===== src/rtl/romsrch_pkg.sv =====
package romsrch_pkg;
  typedef enum logic [2:0] {
    ST_IDLE,
    ST_RD_TRUE,
    ST_RD_CMPL,
    ST_WR,
    ST_HOLD
  } srch_state_t;

  localparam logic OP_READ  = 1'b0;
  localparam logic OP_WRITE = 1'b1;
endpackage


===== src/rtl/romsrch_lanes.sv =====
module romsrch_lanes #(
  parameter int GROUP = 4
) (
  input  logic [2*GROUP-1:0] byte_in,
  output logic [GROUP-1:0]   path_out,
  input  logic [GROUP-1:0]   sel_in,
  input  logic [GROUP-1:0]   disc_in,
  output logic [2*GROUP-1:0] byte_out
);
  for (genvar g = 0; g < GROUP; g++) begin : g_lane
    assign path_out[g]       = byte_in[2*g+1];
    assign byte_out[2*g+1]   = sel_in[g];
    assign byte_out[2*g]     = disc_in[g];
  end

  logic unused_even;
  always_comb begin
    unused_even = 1'b0;
    for (int g = 0; g < GROUP; g++) unused_even = unused_even ^ byte_in[2*g];
  end
endmodule


===== src/rtl/romsrch_decide.sv =====
module romsrch_decide (
  input  logic true_bit,
  input  logic cmpl_bit,
  input  logic path_bit,
  input  logic dead_in,
  output logic sel_bit,
  output logic disc_bit,
  output logic dead_out
);
  always_comb begin
    if (dead_in || (true_bit && cmpl_bit)) begin
      sel_bit  = 1'b1;
      disc_bit = 1'b1;
      dead_out = 1'b1;
    end else if (!true_bit && !cmpl_bit) begin
      sel_bit  = path_bit;
      disc_bit = 1'b1;
      dead_out = 1'b0;
    end else begin
      sel_bit  = true_bit;
      disc_bit = 1'b0;
      dead_out = 1'b0;
    end
  end
endmodule


===== src/rtl/romsrch_ctrl.sv =====
module romsrch_ctrl
  import romsrch_pkg::*;
#(
  parameter int GROUP    = 4,
  parameter int ROM_BITS = 64
) (
  input  logic             clk,
  input  logic             rst_n,
  input  logic             mode_en,
  input  logic             in_fire,
  input  logic [GROUP-1:0] path_in,
  output logic             in_ready,
  input  logic             out_ready,
  output logic             out_valid,
  output logic [GROUP-1:0] sel_vec,
  output logic [GROUP-1:0] disc_vec,
  output logic             slot_req,
  output logic             slot_op,
  output logic             slot_wbit,
  input  logic             slot_done,
  input  logic             slot_rbit
);
  localparam int NIBBLES = ROM_BITS / GROUP;
  localparam int NIB_W   = (NIBBLES > 1) ? $clog2(NIBBLES) : 1;
  localparam int K_W     = (GROUP > 1) ? $clog2(GROUP) : 1;
  localparam logic [NIB_W-1:0] NIB_LAST = NIB_W'(NIBBLES - 1);
  localparam logic [K_W-1:0]   K_LAST   = K_W'(GROUP - 1);

  srch_state_t      st_q;
  logic [K_W-1:0]   k_q;
  logic [NIB_W-1:0] nib_q;
  logic [GROUP-1:0] path_q, sel_q, disc_q;
  logic             t_q, dead_q;
  logic             d_sel, d_disc, d_dead;

  romsrch_decide u_decide (
    .true_bit (t_q),
    .cmpl_bit (slot_rbit),
    .path_bit (path_q[k_q]),
    .dead_in  (dead_q),
    .sel_bit  (d_sel),
    .disc_bit (d_disc),
    .dead_out (d_dead)
  );

  always_ff @(posedge clk or negedge rst_n) begin
    if (!rst_n) begin
      st_q   <= ST_IDLE;
      k_q    <= '0;
      nib_q  <= '0;
      path_q <= '0;
      sel_q  <= '0;
      disc_q <= '0;
      t_q    <= 1'b0;
      dead_q <= 1'b0;
    end else if (!mode_en) begin
      st_q   <= ST_IDLE;
      k_q    <= '0;
      nib_q  <= '0;
      dead_q <= 1'b0;
    end else begin
      case (st_q)
        ST_IDLE: if (in_fire) begin
          path_q <= path_in;
          k_q    <= '0;
          sel_q  <= '0;
          disc_q <= '0;
          st_q   <= ST_RD_TRUE;
        end
        ST_RD_TRUE: begin
          if (dead_q) begin
            sel_q[k_q]  <= 1'b1;
            disc_q[k_q] <= 1'b1;
            if (k_q == K_LAST) st_q <= ST_HOLD;
            else begin
              k_q  <= k_q + K_W'(1);
              st_q <= ST_RD_TRUE;
            end
          end else if (slot_done) begin
            t_q  <= slot_rbit;
            st_q <= ST_RD_CMPL;
          end
        end
        ST_RD_CMPL: if (slot_done) begin
          sel_q[k_q]  <= d_sel;
          disc_q[k_q] <= d_disc;
          dead_q      <= d_dead;
          if (!d_dead) st_q <= ST_WR;
          else if (k_q == K_LAST) st_q <= ST_HOLD;
          else begin
            k_q  <= k_q + K_W'(1);
            st_q <= ST_RD_TRUE;
          end
        end
        ST_WR: if (slot_done) begin
          if (k_q == K_LAST) st_q <= ST_HOLD;
          else begin
            k_q  <= k_q + K_W'(1);
            st_q <= ST_RD_TRUE;
          end
        end
        ST_HOLD: if (out_ready) begin
          if (nib_q == NIB_LAST) begin
            nib_q  <= '0;
            dead_q <= 1'b0;
          end else begin
            nib_q <= nib_q + NIB_W'(1);
          end
          st_q <= ST_IDLE;
        end
        default: st_q <= ST_IDLE;
      endcase
    end
  end

  assign in_ready  = mode_en && (st_q == ST_IDLE);
  assign out_valid = (st_q == ST_HOLD);
  assign sel_vec   = sel_q;
  assign disc_vec  = disc_q;
  assign slot_req  = ((st_q == ST_RD_TRUE) && !dead_q) ||
                     (st_q == ST_RD_CMPL) || (st_q == ST_WR);
  assign slot_op   = (st_q == ST_WR) ? OP_WRITE : OP_READ;
  assign slot_wbit = (st_q == ST_WR) ? sel_q[k_q] : 1'b0;
endmodule


===== src/rtl/romsrch_accel.sv =====
module romsrch_accel #(
  parameter int GROUP    = 4,
  parameter int ROM_BITS = 64,
  localparam int BW      = 2 * GROUP
) (
  input  logic          clk,
  input  logic          rst_n,
  input  logic          mode_en,
  input  logic          in_valid,
  output logic          in_ready,
  input  logic [BW-1:0] in_data,
  output logic          out_valid,
  input  logic          out_ready,
  output logic [BW-1:0] out_data,
  output logic          slot_req,
  output logic          slot_op,
  output logic          slot_wbit,
  input  logic          slot_done,
  input  logic          slot_rbit
);
  logic [GROUP-1:0] path_vec, sel_vec, disc_vec;
  logic             in_fire;

  assign in_fire = in_valid && in_ready;

  romsrch_lanes #(.GROUP(GROUP)) u_lanes (
    .byte_in  (in_data),
    .path_out (path_vec),
    .sel_in   (sel_vec),
    .disc_in  (disc_vec),
    .byte_out (out_data)
  );

  romsrch_ctrl #(.GROUP(GROUP), .ROM_BITS(ROM_BITS)) u_ctrl (
    .clk       (clk),
    .rst_n     (rst_n),
    .mode_en   (mode_en),
    .in_fire   (in_fire),
    .path_in   (path_vec),
    .in_ready  (in_ready),
    .out_ready (out_ready),
    .out_valid (out_valid),
    .sel_vec   (sel_vec),
    .disc_vec  (disc_vec),
    .slot_req  (slot_req),
    .slot_op   (slot_op),
    .slot_wbit (slot_wbit),
    .slot_done (slot_done),
    .slot_rbit (slot_rbit)
  );
endmodule


===== config.mk =====
export PLATFORM = sky130hd
export DESIGN_NAME = romsrch_accel
export DESIGN_NICKNAME = d
export VERILOG_FILES = /design/src/rtl/romsrch_pkg.sv /design/src/rtl/romsrch_lanes.sv /design/src/rtl/romsrch_decide.sv /design/src/rtl/romsrch_ctrl.sv /design/src/rtl/romsrch_accel.sv
export SDC_FILE = /design/constraint.sdc
export NUM_CORES = 1
export LEC_CHECK = 0
export BUFFER_PORTS_ARGS = -buffer_cell sky130_fd_sc_hd__buf_2
export CELL_PAD_IN_SITES_DETAIL_PLACEMENT = 1
export CELL_PAD_IN_SITES_GLOBAL_PLACEMENT = 2
export CORE_ASPECT_RATIO = 1.25
export CORE_MARGIN = 4
export CORE_UTILIZATION = 36
export CTS_CLUSTER_SIZE = 8
export DETAILED_ROUTE_END_ITERATION = 8
export PLACE_DENSITY = 0.85
export SLEW_MARGIN = 30
export SYNTH_ARGS = -nofsm -noshare
export SYNTH_HDL_FRONTEND = slang
export SYNTH_HIERARCHICAL = 1
export SYNTH_SLANG_ARGS = --single-unit
export TNS_END_PERCENT = 100

===== constraint.sdc =====
create_clock -name clk -period 3.35 [get_ports clk]
set_clock_uncertainty 0.2 [all_clocks]
set_input_delay 0.335 -clock clk [delete_from_list [all_inputs] [get_ports clk]]
set_output_delay 0.335 -clock clk [all_outputs]
set_load 0.005 [all_outputs]

==> out/results.ini <==
[floorplanning]
chipWidth_um=65.96
start_util_pct=37.17
ioPinCount=28
core_area_um2=4066
die_area_um2=5306
fp.dieH_um=80.45
row_count=26

[cts]
worstSkewPairLatency_ns=0.28
clock_sinks=23
cts.path.max_buffers=2
cts_made_buffers=3
clk_pin_slew_worst_paths_ns=0.10
htree_levels=1
cts_tree=yes
cts_resized=0
cts_root_buf=clkbuf_8

[synth]
syn_avg_cell_area_um2=9.566
ys_types=42
synth_nets=178
synth_warnings=6
yosysSeqAreaShare_pct=38.08
syn-instance-count=158
synth-seq-cells=23
syn-cell-area_um2=1511

[worst_setup_path]
worstSetupPathType=register to register
r2r_cells=7
r2r-end=u_ctrl/disc_vec[2]
max_stage_delay_ns=0.55
critPathMaxFanout=16
worstSetupStartpointType=register
crit_top_cell=nand2b_1
regToRegStartpoint=u_ctrl/st_q[0]
slowest_stage=dfrtp_1
end_kind=register
reg2reg_slack_ns=0.86
cp_num_buf_inv=0
path_cells=nand2b_1 -> nor3_2 -> and2_1 -> nand2b_1 -> and3_4 -> a211o_1 -> o22a_1
cp_top_family=simple AND/OR/NAND/NOR gates
cp.arrival_ns=2.46
required_ns=3.32

[global_routing]
overflow=0
antenna_found_initial=0
grtUsageTotal_pct=15.71
grt_pass1_vias=1334
grt_start_max_net_pins=24
grt_pass1_wl_um=6423

[detailed_routing]
postRouteAntennaNets=0
wire_per_inst_um=16.63
drtIter0Drc=38
viasPerCell=5.326
routed_wl_um=3775
first_pass_iters=4
via_count=1209
drc=0

[timing]
final.setup.tns_ns=0
finalCritPeriodShare_pct=74.20
rsz0062_at_grt=no
slew_violations=0
slew_headroom_pct=62.10
max_freq_mhz=402.3
tightest_slew_ns=0.5685
timing.final.ws_setup_ns=0.8645
min_period_ns=2.486
setup-violations-final=0
hold_viol_final=0

[hold_path]
min_path_cells=2
holdPathEnd=u_ctrl/path_q[0]
min_path_type=primary input to register
hold_path_startpoint=in_data[1]

[finish]
utilization_pct=40.22
antennaDiodeCount=0
fillers=483
mostFrequentLayoutCells=23 x buf_2, 23 x dfrtp_1, 15 x nand2_1
area_growth_pct=8.195
final_nets=192
fin_area_um2=1635
layout-drive-gt1-share_pct=23.39

[place]
place_area_um2=1577
place_ws_ns=0.8897
gp_congestion=0.7959
dp_hpwl_um=2861
port_buffers=23

[flow_run]
cap_viol_max_count=0

[pwr]
p_leak_nw=0.7375
power_density_nw_per_um2=671.6
peakVddDrop_v=0.0002473

[outcome]
status=complete, no violations

## timing repair
item | CTS | global route
hold buffers | 1 | 0
hold endpoints to repair | 23 | 0
setup buffers | 0 | 0
## worst reg2reg max path, stage by stage (launching register included)
cell and delay [ns]:
dfrtp_1 0.55, nand2b_1 0.30, nor3_2 0.20, and2_1 0.21
nand2b_1 0.08, and3_4 0.21, a211o_1 0.39, o22a_1 0.25
## power by group
part	total, W	switching (W)	internal [W]
sequential	0.000444	0.0000905	0.000353
combinational	0.000463	0.000236	0.000226
clock	0.000192	0.000107	0.0000846
total	0.00110	0.000434	0.000664
## cells by family after synthesis
group                      Yosys count  share of synthesized area (%)
AOI/OAI and AO/OA                   43                          20.20
DFF                                 23                          38.08
muxes                                8                          7.367
adders and majority gates            5                          4.139
and+or+nand+nor                     51                          18.38
buffers and inverters               26                          10.68
xor gates and xnor gates             2                          1.159
## sequential cells by signal, indices dropped and copies added, names as in the netlist
register / count
u_ctrl/dead_q: 1
u_ctrl/disc_vec: 4
u_ctrl/k_q: 2
u_ctrl/nib_q: 4
u_ctrl/path_q: 4
u_ctrl/sel_vec: 4
u_ctrl/st_q: 3
u_ctrl/t_q: 1
## layout make-up
| type | count | area (µm²) | area share, % |
|---|---|---|---|
| Multi-Input combinational cell | 109 | 774.5 | 47.36 |
| Sequential cell | 23 | 575.6 | 35.20 |
| Timing Repair Buffer | 24 | 125.1 | 7.651 |
| Tap cell | 56 | 70.07 | 4.285 |
| Clock buffer | 3 | 41.29 | 2.525 |
| Inverter | 11 | 41.29 | 2.525 |
| Clock inverter | 1 | 7.507 | 0.4591 |
## layer usage
metal  wire [µm]  share of wire (%)  global-route usage, %  vias up
met5           0                  0                      0        -
met4          41                1.1                  5.488        0
met3          99                2.6                  1.818        4
met2        2044                 54                  28.89       17
met1        1590                 42                  18.49      615
li1            -                  -                      -      573
## Yosys cell counts
library cell | number | area share, %
o21a_1 | 2 | 0.99
o21ai_2 | 1 | 0.58
nor3b_2 | 1 | 0.83
xor2_1 | 2 | 1.2
and4bb_1 | 1 | 0.83
mux2_1 | 1 | 0.74
nand4_1 | 1 | 0.41
or3_1 | 1 | 0.41
nand2_1 | 15 | 3.7
and3_1 | 1 | 0.41
nand3_1 | 3 | 0.99
nand2b_1 | 6 | 2.5
mux2_2 | 4 | 3.0
nand3b_1 | 1 | 0.50
nor2_1 | 10 | 2.5
nor2b_1 | 2 | 0.83
o21ai_0 | 6 | 2.0
o22a_1 | 8 | 4.6
inv_2 | 1 | 0.25
buf_6 | 2 | 1.5
a21o_2 | 1 | 0.58
buf_4 | 13 | 6.5
and2_1 | 1 | 0.41
inv_1 | 10 | 2.5
o211ai_1 | 1 | 0.50
a21oi_1 | 13 | 4.3
o22ai_1 | 4 | 1.7
a31oi_1 | 1 | 0.41
a211o_1 | 1 | 0.58
mux4_2 | 2 | 3.0
o32ai_1 | 2 | 1.2
and2b_1 | 1 | 0.50
o32a_1 | 1 | 0.66
a2111oi_4 | 1 | 1.8
mux2i_1 | 1 | 0.66
nor3_1 | 2 | 0.66
ha_1 | 5 | 4.1
nor3_2 | 1 | 0.66
nor3b_1 | 3 | 1.5
o21ai_1 | 1 | 0.33
and3_4 | 1 | 0.74
dfrtp_1 | 23 | 38
## per-stage QoR
step | power [W] | hold WS [ns] | std cells
floorplan | 0.0008181 | -0.1606 | 158
global placement | 0.0008987 | 0.1419 | 222
detailed placement | 0.0009200 | 0.1541 | 222
CTS | 0.001117 | 0.07133 | 227
global route | 0.001195 | 0.08415 | 227
finish | 0.001098 | 0.08258 | 227
## how the worst max path moves through the flow
stage	cells after the start	end	start	slack (ns)
5_1_grt	7	u_ctrl/sel_vec[3]	u_ctrl/st_q[0]	0.70
3_5_place_dp	7	u_ctrl/sel_vec[0]	u_ctrl/st_q[0]	0.89
2_1_floorplan	7	u_ctrl/sel_vec[0]	u_ctrl/st_q[1]	1.24
3_3_place_gp	7	u_ctrl/sel_vec[0]	u_ctrl/st_q[0]	0.93
4_1_cts	7	u_ctrl/sel_vec[3]	u_ctrl/st_q[0]	0.87
6_report	7	u_ctrl/disc_vec[2]	u_ctrl/st_q[0]	0.86
Note: power is estimated with default switching activity, not from simulation.
